==> config.mk <==
export PLATFORM = sky130hd
export DESIGN_NAME = mbus_reg_slave
export DESIGN_NICKNAME = d
export VERILOG_FILES = /design/src/rtl/mbus_pkg.sv /design/src/rtl/mbus_sync.sv /design/src/rtl/mbus_strobe.sv /design/src/rtl/mbus_regfile.sv /design/src/rtl/mbus_reg_slave.sv
export SDC_FILE = /design/constraint.sdc
export NUM_CORES = 1
export LEC_CHECK = 0
export ABC_AREA = 1
export BUFFER_PORTS_ARGS = -buffer_cell sky130_fd_sc_hd__buf_2
export CORE_MARGIN = 8
export CORE_UTILIZATION = 40
export CTS_CLUSTER_DIAMETER = 100
export CTS_CLUSTER_SIZE = 20
export DETAILED_ROUTE_END_ITERATION = 8
export PLACE_DENSITY = 0.51
export SETUP_SLACK_MARGIN = 0.3
export SYNTH_ARGS = -nofsm -noshare
export SYNTH_HDL_FRONTEND = slang
export SYNTH_SLANG_ARGS = --single-unit
==> constraint.sdc <==
create_clock -name clk -period 3.08 [get_ports clk]
set_input_delay 0.154 -clock clk [delete_from_list [all_inputs] [get_ports clk]]
set_output_delay 0.154 -clock clk [all_outputs]
set_load 0.02 [all_outputs]
==> src/rtl/mbus_pkg.sv <==
package mbus_pkg;

    localparam int AW       = 8;
    localparam int DW       = 8;
    localparam int NUM_RO   = 9;
    localparam int NUM_RW   = 17;
    localparam int SEL_W    = 5;
    localparam int RO_IDX_W = $clog2(NUM_RO);
    localparam int RW_IDX_W = $clog2(NUM_RW);

    localparam logic [AW-1:0] RO_FIRST = 8'h63;
    localparam logic [AW-1:0] RO_LAST  = 8'h6B;
    localparam logic [AW-1:0] BLK_FIRST = 8'h6C;
    localparam logic [AW-1:0] BLK_LAST  = 8'h6F;
    localparam logic [AW-1:0] TX_FIRST = 8'h73;
    localparam logic [AW-1:0] TX_LAST  = 8'h7F;
    localparam logic [AW-1:0] TEST_ADDR = 8'h7D;

    // read/write slots: 0..3 for the blocking/mask group, 4..16 for the upper group
    localparam int BLK_SLOTS = int'(BLK_LAST - BLK_FIRST) + 1;
    localparam int TEST_IDX  = BLK_SLOTS + int'(TEST_ADDR - TX_FIRST);

    typedef enum logic [1:0] {
        RK_NONE = 2'd0,
        RK_RO   = 2'd1,
        RK_RW   = 2'd2
    } reg_kind_e;

    typedef struct packed {
        reg_kind_e          kind;
        logic [SEL_W-1:0]   idx;
    } reg_sel_t;

    typedef struct packed {
        logic               wr_commit;
        logic [DW-1:0]      wr_data;
        logic               rd_drive;
    } bus_evt_t;

    function automatic reg_sel_t decode_addr(input logic [AW-1:0] a);
        reg_sel_t s;
        s.kind = RK_NONE;
        s.idx  = '0;
        if (a >= RO_FIRST && a <= RO_LAST) begin
            s.kind = RK_RO;
            s.idx  = SEL_W'(a - RO_FIRST);
        end else if (a >= BLK_FIRST && a <= BLK_LAST) begin
            s.kind = RK_RW;
            s.idx  = SEL_W'(a - BLK_FIRST);
        end else if (a >= TX_FIRST && a <= TX_LAST) begin
            s.kind = RK_RW;
            s.idx  = SEL_W'(a - TX_FIRST) + SEL_W'(BLK_SLOTS);
        end
        return s;
    endfunction

endpackage

==> src/rtl/mbus_sync.sv <==
module mbus_sync #(
    parameter int W      = 8,
    parameter int STAGES = 2
) (
    input  logic         clk,
    input  logic         rst,
    input  logic [W-1:0] d,
    output logic [W-1:0] q
);

    logic [STAGES:0][W-1:0] chain;

    assign chain[0] = d;

    for (genvar g = 0; g < STAGES; g++) begin : g_stage
        always_ff @(posedge clk) begin
            if (rst) chain[g+1] <= '0;
            else     chain[g+1] <= chain[g];
        end
    end

    assign q = chain[STAGES];

endmodule

==> src/rtl/mbus_strobe.sv <==
module mbus_strobe
    import mbus_pkg::*;
#(
    parameter int STAGES = 2
) (
    input  logic          clk,
    input  logic          rst,
    input  logic          conv_sel,
    input  logic          as_pin,
    input  logic          sa_pin,
    input  logic          sb_pin,
    input  logic [DW-1:0] ad_pin,
    output logic [AW-1:0] addr_q,
    output bus_evt_t      evt
);

    localparam int SW    = DW + 3;
    localparam int WARM  = STAGES + 1;
    localparam int CNT_W = $clog2(WARM + 1) + 1;

    logic [SW-1:0]    raw_v, syn_v, prev_v;
    logic [CNT_W-1:0] warm_cnt;
    logic             warm;
    logic             as_s, sa_s, sb_s, as_p, sa_p, sb_p;
    logic [DW-1:0]    ad_p;
    logic             as_fall;

    assign raw_v = {as_pin, sa_pin, sb_pin, ad_pin};

    mbus_sync #(.W(SW), .STAGES(STAGES)) u_sync (
        .clk (clk),
        .rst (rst),
        .d   (raw_v),
        .q   (syn_v)
    );

    always_ff @(posedge clk) begin
        if (rst) begin
            prev_v   <= '0;
            warm_cnt <= '0;
        end else begin
            prev_v <= syn_v;
            if (!warm) warm_cnt <= warm_cnt + 1'b1;
        end
    end

    assign warm = (warm_cnt >= CNT_W'(WARM));

    assign as_s = syn_v[SW-1];
    assign sa_s = syn_v[SW-2];
    assign sb_s = syn_v[SW-3];
    assign as_p = prev_v[SW-1];
    assign sa_p = prev_v[SW-2];
    assign sb_p = prev_v[SW-3];
    assign ad_p = prev_v[DW-1:0];

    assign as_fall = warm && as_p && !as_s;

    always_comb begin
        evt.wr_data = ad_p;
        if (!conv_sel) begin
            evt.wr_commit = warm && !sb_p && sb_s;
            evt.rd_drive  = warm && !sa_s;
        end else begin
            evt.wr_commit = warm && sa_p && !sa_s && !sb_p;
            evt.rd_drive  = warm && sa_s && sb_s;
        end
    end

    always_ff @(posedge clk) begin
        if (rst)          addr_q <= '0;
        else if (as_fall) addr_q <= ad_p;
    end

    // the latched address only moves on an address strobe fall
    p_addr_hold_r3: assert property (@(posedge clk) disable iff (rst)
        !as_fall |=> $stable(addr_q));

    // a released read strobe in convention 0 never drives the bus
    p_release_c0_r6: assert property (@(posedge clk) disable iff (rst)
        (!conv_sel && sa_s) |-> !evt.rd_drive);

    // a write direction in convention 1 never drives the bus
    p_no_drive_write_r6: assert property (@(posedge clk) disable iff (rst)
        (conv_sel && !sb_s) |-> !evt.rd_drive);

    // no write commits while the read direction was held in convention 1
    p_no_write_on_read_r4: assert property (@(posedge clk) disable iff (rst)
        (conv_sel && sb_p) |-> !evt.wr_commit);

endmodule

==> src/rtl/mbus_regfile.sv <==
module mbus_regfile
    import mbus_pkg::*;
(
    input  logic          clk,
    input  logic          rst,
    input  logic          hw_we,
    input  logic [AW-1:0] hw_addr,
    input  logic [DW-1:0] hw_data,
    input  logic [AW-1:0] rd_addr,
    input  logic          upd_we,
    input  logic [AW-1:0] upd_addr,
    input  logic [DW-1:0] upd_data,
    output logic [DW-1:0] rd_data
);

    logic [NUM_RO-1:0][DW-1:0] ro_q;
    logic [NUM_RW-1:0][DW-1:0] rw_q;
    reg_sel_t hw_sel, up_sel, rd_sel;
    logic     up_hit;

    always_comb begin
        hw_sel = decode_addr(hw_addr);
        up_sel = decode_addr(upd_addr);
        rd_sel = decode_addr(rd_addr);
    end

    always_ff @(posedge clk) begin
        if (rst) begin
            ro_q <= '0;
            rw_q <= '0;
        end else begin
            if (upd_we && up_sel.kind == RK_RO)
                ro_q[up_sel.idx[RO_IDX_W-1:0]] <= upd_data;
            if (hw_we && hw_sel.kind == RK_RW)
                rw_q[hw_sel.idx[RW_IDX_W-1:0]] <= hw_data;
        end
    end

    assign up_hit = upd_we && (up_sel.kind == RK_RO) && (upd_addr == rd_addr);

    always_comb begin
        unique case (rd_sel.kind)
            RK_RO:   rd_data = up_hit ? upd_data : ro_q[rd_sel.idx[RO_IDX_W-1:0]];
            RK_RW:   rd_data = rw_q[rd_sel.idx[RW_IDX_W-1:0]];
            default: rd_data = '0;
        endcase
    end

    // read-only bytes change only through the update port
    p_ro_host_ignored_r8: assert property (@(posedge clk) disable iff (rst)
        !upd_we |=> $stable(ro_q));

    // the test byte is zero on leaving reset
    p_test_reset_r10: assert property (@(posedge clk) disable iff (rst)
        $fell(rst) |-> (rw_q[TEST_IDX] == '0));

    // unmapped reads return zero
    p_unmapped_zero_r9: assert property (@(posedge clk) disable iff (rst)
        (rd_sel.kind == RK_NONE) |-> (rd_data == '0));

    // a same-cycle update to the addressed read-only byte is visible
    p_bypass_r11: assert property (@(posedge clk) disable iff (rst)
        (upd_we && upd_addr == rd_addr && rd_sel.kind == RK_RO) |-> (rd_data == upd_data));

    // a host write to a read/write slot lands there
    p_rw_lands_r7: assert property (@(posedge clk) disable iff (rst)
        (hw_we && hw_sel.kind == RK_RW) |=>
            (rw_q[$past(hw_sel.idx[RW_IDX_W-1:0])] == $past(hw_data)));

endmodule

==> src/rtl/mbus_reg_slave.sv <==
module mbus_reg_slave
    import mbus_pkg::*;
#(
    parameter int SYNC_STAGES = 2
) (
    input  logic       clk,
    input  logic       rst,
    input  logic       conv_sel,
    input  logic       addr_strobe,
    input  logic       strobe_a,
    input  logic       strobe_b,
    input  logic [7:0] ad_in,
    output logic [7:0] ad_out,
    output logic       ad_oe,
    input  logic       upd_we,
    input  logic [7:0] upd_addr,
    input  logic [7:0] upd_data
);

    logic [AW-1:0] addr_q;
    bus_evt_t      evt;
    logic [DW-1:0] rd_data;

    mbus_strobe #(.STAGES(SYNC_STAGES)) u_strobe (
        .clk      (clk),
        .rst      (rst),
        .conv_sel (conv_sel),
        .as_pin   (addr_strobe),
        .sa_pin   (strobe_a),
        .sb_pin   (strobe_b),
        .ad_pin   (ad_in),
        .addr_q   (addr_q),
        .evt      (evt)
    );

    mbus_regfile u_regs (
        .clk      (clk),
        .rst      (rst),
        .hw_we    (evt.wr_commit),
        .hw_addr  (addr_q),
        .hw_data  (evt.wr_data),
        .rd_addr  (addr_q),
        .upd_we   (upd_we),
        .upd_addr (upd_addr),
        .upd_data (upd_data),
        .rd_data  (rd_data)
    );

    assign ad_oe  = evt.rd_drive;
    assign ad_out = evt.rd_drive ? rd_data : '0;

    // whenever the bus is not driven the output lines read zero
    p_idle_zero_r5: assert property (@(posedge clk) disable iff (rst)
        !ad_oe |-> (ad_out == '0));

    // the bus is released in the cycle after reset
    p_reset_quiet_r1: assert property (@(posedge clk) disable iff (rst)
        $fell(rst) |-> !ad_oe);

endmodule

==> summary.txt <==
Logic synthesis
  – Seq cells post-synth: 252
  – Distinct cells, synth: 37
  – Synthesized area: ~12000 µm²
  – Syn_nets: approximately 1900
  – Syn Inst Count: about 1900
  – Ys flop type: dfxtp_1
  – Avg Synthesized Cell Area: ~6.6 µm²
  – Ys Warns: 0
  – Async S/R FF share, synth: 0%
  – Number of synthesized flops with an enable pin: 0
  – Part of the Yosys area used for sequential elements: 40.8%

Route
  – Initial DRC count: about 730
  – Post-DRT Antenna Nets: 0
  – First drt pass iteration count: 5
  – Routed WL per cell: about 17 µm
  – Routed WL: a little under 40 mm
  – DR vias/cell: between 4 and 5
  – Via count: about 12000
  – Remaining DRCs: 0

Global routing
  – Largest net degree at the start of global routing: a little under 80
  – First-pass GRT wire length: 61.8 mm
  – Antenna violations before repair: 0
  – Gr usage total: a little over a fifth
  – Vias in the first global route: between 10000 and 15000
  – Grt total ovfl: 0

STA
  – Count of final setup violators: 8
  – Final period util: 104%
  – RSZ-0062 raised after global routing: true
  – Worst Max-Slew Pin Slew: approximately 1.2 ns
  – Slew headroom: 21.8%
  – Tmin final: ~3.2 ns
  – Hold_ws: between 0.1 and 0.15 ns
  – Final worst slack: -0.121 ns
  – Fmax: ~310 MHz
  – Max-slew violations: 0
  – Worst Skew: ~0.018 ns
  – Final-report hold violation count: 0

Critical path
  – Register-to-register setup slack: roughly 0.45 ns
  – Setup CP Type: register to output port
  – Crit-path max FO: 7
  – CP startpoint kind: register
  – Worst path required time: 2.93 ns
  – Critical Path Sink Type: output port
  – WP data arrival: approximately 3.1 ns

Floorplanning
  – Die area: 36800 µm²
  – FP Rows: 64
  – Core ar.: approximately 30000 µm²
  – I/O Pins: 40
  – Die Wd: between 150 and 200 µm
  – Initial core utilization: between 40% and 50%
  – Chip height: between 150 and 200 µm

Run status
  – Status: finished with violations
  – Failing checks: negative setup slack

Pwr
  – Pwr Density: 394 nW/µm²
  – Overall power: 5890 µW
  – VDD IR-drop max: between 0.0004 and 0.0005 V
  – Leak pwr: around 0.0066 µW

Flow run
  – Max-cap viol count: 0

CTS
  – Clock buffer count from CTS: 16
  – Clock transition at path regs: ~0.090 ns
  – CTS H-Tree Depth: 1
  – Worst-Skew Late Latency: ~0.50 ns
  – TritonCTS clock tree: done
  – Root Buffer: clkbuf_16
  – TritonCTS Sinks: 252
  – Clock buffer depth: 3

Place
  – Placed insts: between 2000 and 2500
  – Final Wtd Congestion: slightly below 0.9
  – Port Buf Inserts: 39
  – HPWL Detailed: 23.3 mm

Layout
  – Layout area overhead: 20.9%
  – Post-Layout Cell Count: 2312
  – Nets: 1959
  – N_diodes: 0
  – Commonest non-fill, non-tap cell in the layout: nand2_1
  – Commonest cells after routing, fill and taps aside: 373 x nand2_1, 293 x nor2_1, 245 x dfxtp_1
  – Share of layout cells above drive strength 1: between 10% and 20%

Hold path
  – Hold Crit Class: input port to register
## metrics by stage
step	util, %	TNS, ns	area, µm²	setup slack, ns
global placement	42.3	-0.536	12900	-0.0389
floorplan	-	0	12400	0.303
finish	49.0	-0.743	15000	-0.121
global route	49.0	-1.95	15000	-0.274
detailed placement	42.3	-3.96	12900	-0.146
CTS	48.0	-0.598	14600	-0.102
## path summary, 6_finish.rpt
path	startpoint	endpoint	cells past startpoint
max	u_strobe.addr_q[0]	ad_out[7]	21
min	upd_data[5]	u_regs.ro_q[69]	3
max reg2reg	u_strobe.addr_q[2]	u_regs.rw_q[126]	19
min reg2reg	u_strobe.u_sync.q[7]	u_strobe.prev_v[7]	2
## cell families (layout without fill, tap and decap cells)
| logic type | after synthesis | after routing | share of synthesized area (%) |
|---|---|---|---|
| AND/OR/NAND/NOR | 864 | 865 | 30.0 |
| AO/OA/AOI/OAI | 410 | 410 | 16.9 |
| buffers and inverters | 313 | 362 | 10.0 |
| flip-flops | 252 | 252 | 40.8 |
| XOR/XNOR | 14 | 14 | 0.992 |
| adder cells (fa/ha/maj) | 13 | 13 | 1.32 |
## sequential cells by signal, summed over array words and instances (netlist names)
| signal | count |
|---|---|
| u_strobe.addr_q | 8 |
| u_regs.rw_q | 136 |
| u_strobe.warm_cnt | 3 |
| u_strobe.prev_v | 11 |
| u_regs.ro_q | 72 |
| u_strobe.u_sync.q | 11 |
| u_strobe.u_sync.chain | 11 |
## final cells by class
class	instances	area (µm²)
clock buffer	18	439
inverter	206	825
fill	3118	15600
clock inverter	1	8.76
timing repair buffer	137	1550
sequential	252	5060
tap	396	495
multi-input combinational	1302	6570
## synth_stat cells (all sizes together), types with 8 or more instances
cell type / n / area share, %
ha: 13 / 1.3
buf: 30 / 1.4
nand2: 432 / 13
nand3: 54 / 2.4
inv: 206 / 6.3
xor2: 8 / 0.57
a21oi: 156 / 6.4
dfxtp: 252 / 41
nand3b: 63 / 3.8
clkbuf: 77 / 2.3
nor2: 310 / 10
o21ai: 247 / 10
## critical path, stage by stage, from the launching register on
cell and delay (ns):
dfxtp_4 0.36, ha_4 0.17, inv_4 0.07, nand2_4 0.05, inv_2 0.06, nor2_4 0.04, buf_12 0.12, nand2_8 0.10
buf_6 0.12, nand2_4 0.05, o21ai_4 0.10, buf_8 0.19, buf_6 0.12, nand2_8 0.06, nor2_4 0.23, nand3_2 0.09
nand2_1 0.06, inv_1 0.05, nand2_1 0.05, nand2_1 0.06, a21oi_2 0.23, buf_6 0.16
## power by group
group          switching [µW]  total (µW)  internal, µW
Sequential               46.9        3340          3300
Clock                    1130        2150          1020
Combinational             264         397           133
## metal layers
metal | global-route usage [%] | up-vias | share of wire [%]
met4 | 5.18 | 0 | 2.3
li1 | - | 5974 | -
met3 | 2.02 | 52 | 3.2
met5 | 0 | - | 0
met1 | 27.6 | 5303 | 46
met2 | 36.6 | 180 | 48
## timing repair
item,4_1_cts,5_1_grt
hold buffers,11,0
hold endpoints to repair,11,0
pin swaps,35,35
setup endpoints to repair,127,110
buffers inserted,42,10
cloned,12,1
resized for setup,136,54
No activity file was read; power rests on OpenSTA's default activity.
